[config.mk]
export PLATFORM = sky130hd
export DESIGN_NAME = sram_remap_decoder
export DESIGN_NICKNAME = d
export VERILOG_FILES = /design/src/rtl/sram_remap_pkg.sv /design/src/rtl/sram_window_dec.sv /design/src/rtl/sram_addr_fold.sv /design/src/rtl/sram_strobe_gen.sv /design/src/rtl/sram_remap_decoder.sv
export SDC_FILE = /design/constraint.sdc
export NUM_CORES = 1
export LEC_CHECK = 0
export BUFFER_PORTS_ARGS = -buffer_cell sky130_fd_sc_hd__buf_2
export CORE_AREA = 4 4 41 43
export DETAILED_ROUTE_END_ITERATION = 8
export DIE_AREA = 0 0 45 47
export SETUP_SLACK_MARGIN = 0.05
export SLEW_MARGIN = 20
export SYNTH_ARGS = -nofsm -noshare
export SYNTH_HDL_FRONTEND = slang
export SYNTH_HIERARCHICAL = 1
export SYNTH_SLANG_ARGS = --single-unit
[constraint.sdc]
create_clock -name vclk -period 0.8
set_input_delay 0.12 -clock vclk [all_inputs]
set_output_delay 0.12 -clock vclk [all_outputs]
set_load 0.02 [all_outputs]
[src/rtl/sram_remap_pkg.sv]
package sram_remap_pkg;
  localparam int BUS_AW   = 12;
  localparam int RAM_AW   = 11;
  localparam int PAGE_LSB = 8;

  typedef logic [BUS_AW-1:0] bus_addr_t;
  typedef logic [RAM_AW-1:0] ram_addr_t;

  typedef enum logic [1:0] {
    MAP_FLAT = 2'd0,
    MAP_FOLD = 2'd1,
    MAP_ROM  = 2'd2,
    MAP_OFF  = 2'd3
  } map_mode_e;

  // Window above the monitor ROM: top bit clear and not the lowest 512 bytes.
  function automatic logic flat_hit(input bus_addr_t a);
    return ~a[BUS_AW-1] & (a[BUS_AW-2] | a[BUS_AW-3]);
  endfunction

  // High pages whose two page-select bits just above the byte index are set.
  function automatic logic high_page_hit(input bus_addr_t a);
    return a[BUS_AW-1] & a[PAGE_LSB+1] & a[PAGE_LSB];
  endfunction

  function automatic logic fold_hit(input bus_addr_t a);
    return flat_hit(a) | high_page_hit(a);
  endfunction

  function automatic logic rom_hit(input bus_addr_t a);
    return ~a[BUS_AW-1];
  endfunction

  // Upper three RAM address bits in folded layout.
  function automatic logic [2:0] fold_top(input bus_addr_t a);
    logic [2:0] t;
    t[2] = ~a[BUS_AW-1] & a[BUS_AW-2];
    t[1] = ~a[BUS_AW-1] & a[PAGE_LSB+1];
    t[0] = (~a[BUS_AW-1] & a[PAGE_LSB]) | (a[BUS_AW-2] & a[PAGE_LSB]);
    return t;
  endfunction
endpackage

[src/rtl/sram_window_dec.sv]
module sram_window_dec
  import sram_remap_pkg::*;
#(
  parameter int AW = BUS_AW
) (
  input  logic [AW-1:0] addr,
  input  logic [1:0]    mode,
  output logic          hit
);
  localparam int TOP = AW - 1;

  logic flat_w, fold_w, rom_w;

  always_comb begin
    flat_w = flat_hit(addr);
    fold_w = fold_hit(addr);
    rom_w  = rom_hit(addr);
  end

  always_comb begin
    unique case (map_mode_e'(mode))
      MAP_FLAT: hit = flat_w;
      MAP_FOLD: hit = fold_w;
      MAP_ROM:  hit = rom_w;
      default:  hit = 1'b0;
    endcase
  end

  always_comb begin

    fold_hi_page_chk: assert (!(mode == MAP_FOLD && hit && addr[TOP]) ||
                              (addr[PAGE_LSB+1:PAGE_LSB] == 2'b11))
      else $error("folded high hit outside 0xB/0xF pages");

    flat_window_chk: assert (!(mode == MAP_FLAT && hit) ||
                             (!addr[TOP] && addr[TOP-1:TOP-2] != 2'b00))
      else $error("flat hit outside window");
  end
endmodule

[src/rtl/sram_addr_fold.sv]
module sram_addr_fold
  import sram_remap_pkg::*;
#(
  parameter int AW  = BUS_AW,
  parameter int RAW = RAM_AW
) (
  input  logic [AW-1:0]  addr,
  input  logic [1:0]     mode,
  output logic [RAW-1:0] ram_addr
);
  localparam int UPPER = RAW - PAGE_LSB;

  logic [2:0] top_fold;
  logic       fold_sel;

  always_comb begin
    top_fold = fold_top(addr);
    fold_sel = (mode == MAP_FOLD);
  end

  genvar i;
  generate
    for (i = 0; i < PAGE_LSB; i++) begin : g_low
      assign ram_addr[i] = addr[i];
    end
    for (i = 0; i < UPPER; i++) begin : g_up
      assign ram_addr[PAGE_LSB+i] = fold_sel ? top_fold[i] : addr[PAGE_LSB+i];
    end
  endgenerate

  always_comb begin

    fold_low_chk: assert (!(fold_sel && addr[AW-1] && addr[PAGE_LSB+1:PAGE_LSB] == 2'b11) ||
                          (ram_addr[RAW-1:PAGE_LSB+1] == '0 && ram_addr[PAGE_LSB] == addr[AW-2]))
      else $error("high page not folded into low 512 bytes");
  end
endmodule

[src/rtl/sram_strobe_gen.sv]
module sram_strobe_gen
  import sram_remap_pkg::*;
(
  input  logic       hit,
  input  logic       rd_n,
  input  logic       wr_n,
  input  logic [1:0] mode,
  output logic       ce_n,
  output logic       oe_n,
  output logic       we_n
);
  logic rom_sel, access;

  always_comb begin
    rom_sel = (mode == MAP_ROM);
    access  = rom_sel ? ~rd_n : ~(rd_n & wr_n);
    ce_n    = ~(hit & access);
    oe_n    = rd_n;
    we_n    = rom_sel | wr_n;
  end

  always_comb begin

    idle_ce_chk: assert (!(rd_n && wr_n) || ce_n)
      else $error("chip enabled with no strobe");
  end
endmodule

[src/rtl/sram_remap_decoder.sv]
module sram_remap_decoder
  import sram_remap_pkg::*;
#(
  parameter int AW  = BUS_AW,
  parameter int RAW = RAM_AW
) (
  input  logic [AW-1:0]  bus_addr,
  input  logic           bus_rd_n,
  input  logic           bus_wr_n,
  input  logic [1:0]     map_mode,
  output logic           ram_ce_n,
  output logic           ram_oe_n,
  output logic           ram_we_n,
  output logic [RAW-1:0] ram_addr
);
  logic win_hit;

  sram_window_dec #(.AW(AW)) u_win (
    .addr(bus_addr), .mode(map_mode), .hit(win_hit)
  );

  sram_addr_fold #(.AW(AW), .RAW(RAW)) u_fold (
    .addr(bus_addr), .mode(map_mode), .ram_addr(ram_addr)
  );

  sram_strobe_gen u_stb (
    .hit(win_hit), .rd_n(bus_rd_n), .wr_n(bus_wr_n), .mode(map_mode),
    .ce_n(ram_ce_n), .oe_n(ram_oe_n), .we_n(ram_we_n)
  );

  always_comb begin

    off_ce_chk: assert (map_mode != MAP_OFF || ram_ce_n)
      else $error("chip enabled in off mode");

    rom_we_chk: assert (map_mode != MAP_ROM || ram_we_n)
      else $error("write enable in read-only mode");

    rom_read_chk: assert (!(map_mode == MAP_ROM && !ram_ce_n) ||
                          (!bus_rd_n && !bus_addr[AW-1]))
      else $error("read-only socket enabled without read");

    flat_addr_chk: assert (map_mode != MAP_FLAT || ram_addr == bus_addr[RAW-1:0])
      else $error("flat address not passed through");
  end
endmodule

==> metrics.yaml <==
status: "complete, but fails checks"
violations: "setup timing"
grt_pass1_wl_um: 641
synth_xor_xnor_area_share_pct: 0
rsz0062_at_grt: "true"
dieArea_um2: 2120
finalHoldViolCount: 0
peakVddDrop_v: 0.0000848
fin_tns_setup_ps: -460
firstDrtPassIters: 1
avgSynthCellArea_um2: 7.51
regArea_um2: 0
multi_input_area_um2: 98.8
cp.arrival_ps: 920
slew_violations: 0
first_iter_violations: 0
clock.fmax_mhz: 960
finalCriticalPeriod_ps: 1040
routed_wl_um: 449
synth_top_family_by_area: "buffers and inverters"
synthToLayoutAreaGrowth_pct: 75.8
die_h_um: 47
diodes: 0
seq_cell_count: 0
synth_area_um2: 165
grt_pass1_vias: 168
cp.required_ps: 680
power_density_nw_per_um2: 593
worst-path-max-fanout: 2
synthMuxAreaShare_pct: 0
syn-num-nets: 38
antenna_found_initial: 0
fp-row-count: 13
grt_usage_pct: 3.78
netSwitchingFraction_pct: 41.1
holdWs_ps: 240
drive_gt1_share_pct: 68.8
synth_adder_area_share_pct: 0
synth-simple-area-share_pct: 42.4
ant_nets: 0
clock_buffers: 0
internal_power_uw: 101
path_buf_inv: 2
synth.distinct_cells: 13
period_share_pct: 130
layout.nets: 50
die_w_um: 45
gp_congestion: 0.687
fill_cells: 151
holdCritPathClass: "in -> out"
post_drt_wl_per_cell_um: 9.55
cts_setup_buffers: 0
critPathLaunchType: "input pin"
yosysWarnings: 6
grt_max_degree: 5
clkPwrFrac_pct: 0
core-area_um2: 1300
leakagePower_nw: 0.151
vias: 169
relSlewSlack_pct: 83.3
final-setup-viol-count: 4
drv_cap: 0
max_stage_delay_ps: 360
num_io_pins: 30
synth_compound_area_share_pct: 14.4
endpoint_kind: "primary output"
mostFrequentLayoutCells: "buf_6 (11), buf_2 (6), buf_4 (2), and2_4 (2)"
io_buffers: 14
comb_power_share_pct: 100.0
final_common_cell: "buf_6"
netSwitchingPower_uw: 70.7
setup_ws_ps: -242
avgViaCountPerCell: 3.60
worst_slew_pin_slew_ps: 247
pwr-share-seq_pct: 0
syn_inst: 22
crit_family: "simple AND/OR/NAND/NOR gates"
cp_common_cell: "buf_6"
dp_hpwl_um: 361
path_cells: "buf_6 -> or3b_1 -> o311ai_1 -> nand3_1 -> buf_6"
yosysSeqAreaShare_pct: 0
start_util_pct: 12.7
worstSetupPathType: "in -> out"
cp_slowest_cell: "or3b_1"
drc_errors: 0
grt-ovfl-total: 0
timing repair:
action,4_1_cts,5_1_grt
gates cloned,0,0
endpoints found under the setup margin,5,5
pin swaps,5,1
hold buffers,0,0
resized for setup,17,1
cell type report:
cell class	instances	share of cell area, %
Inverter	1	1.29
Tap cell	15	6.47
Multi-Input combinational cell	12	34.1
Timing Repair Buffer	19	58.2
layer usage:
metal | vias up | GRT usage, % | part of all wire [%]
li1 | 87 | - | -
met1 | 72 | 3.60 | 33
met2 | 8 | 8.47 | 55
met3 | 2 | 0 | 11
met4 | 0 | 1.17 | 0.89
met5 | - | 0 | 0
stage by stage:
stage | utilization (%) | power [mW] | area (um^2) | setup slack (ps) | cells
2_1_floorplan | - | 0.117 | 165 | -96.6 | 22
3_3_place_gp | 17.2 | 0.125 | 224 | -264 | 47
3_5_place_dp | 17.2 | 0.127 | 224 | -257 | 47
4_1_cts | 21.8 | 0.170 | 284 | -253 | 47
5_1_grt | 22.3 | 0.184 | 290 | -301 | 47
6_report | 22.3 | 0.172 | 290 | -242 | 47
path summary, 6_finish.rpt:
kind / start / endpoint / slack, ps / cells past startpoint
worst max-delay path: map_mode[0] / ram_ce_n / -240 / 5
worst min-delay path: bus_addr[0] / ram_addr[0] / 240 / 0
power by group through the flow:
stage | Combinational, mW | Clock [mW] | Sequential [mW]
2_1_floorplan | 0.117 | 0 | 0
3_3_place_gp | 0.125 | 0 | 0
3_5_place_dp | 0.127 | 0 | 0
4_1_cts | 0.170 | 0 | 0
5_1_grt | 0.184 | 0 | 0
6_report | 0.172 | 0 | 0
cells in the mapped netlist:
cell type,n,area share [%]
nand2_1,1,2.3
nand3_1,1,3.0
nor2_1,1,2.3
and2_1,2,7.6
nand3b_1,1,4.5
a21o_1,1,4.5
buf_4,9,41
o21a_1,1,4.5
o311ai_1,1,5.3
nand3b_4,1,12
or3b_1,1,5.3
nand4b_1,1,5.3
inv_1,1,2.3
kinds of logic after synthesis:
logic type | after synthesis
compound gates | 3
buf+inv | 10
simple gates | 9
No activity file was read; power rests on OpenSTA's default activity.
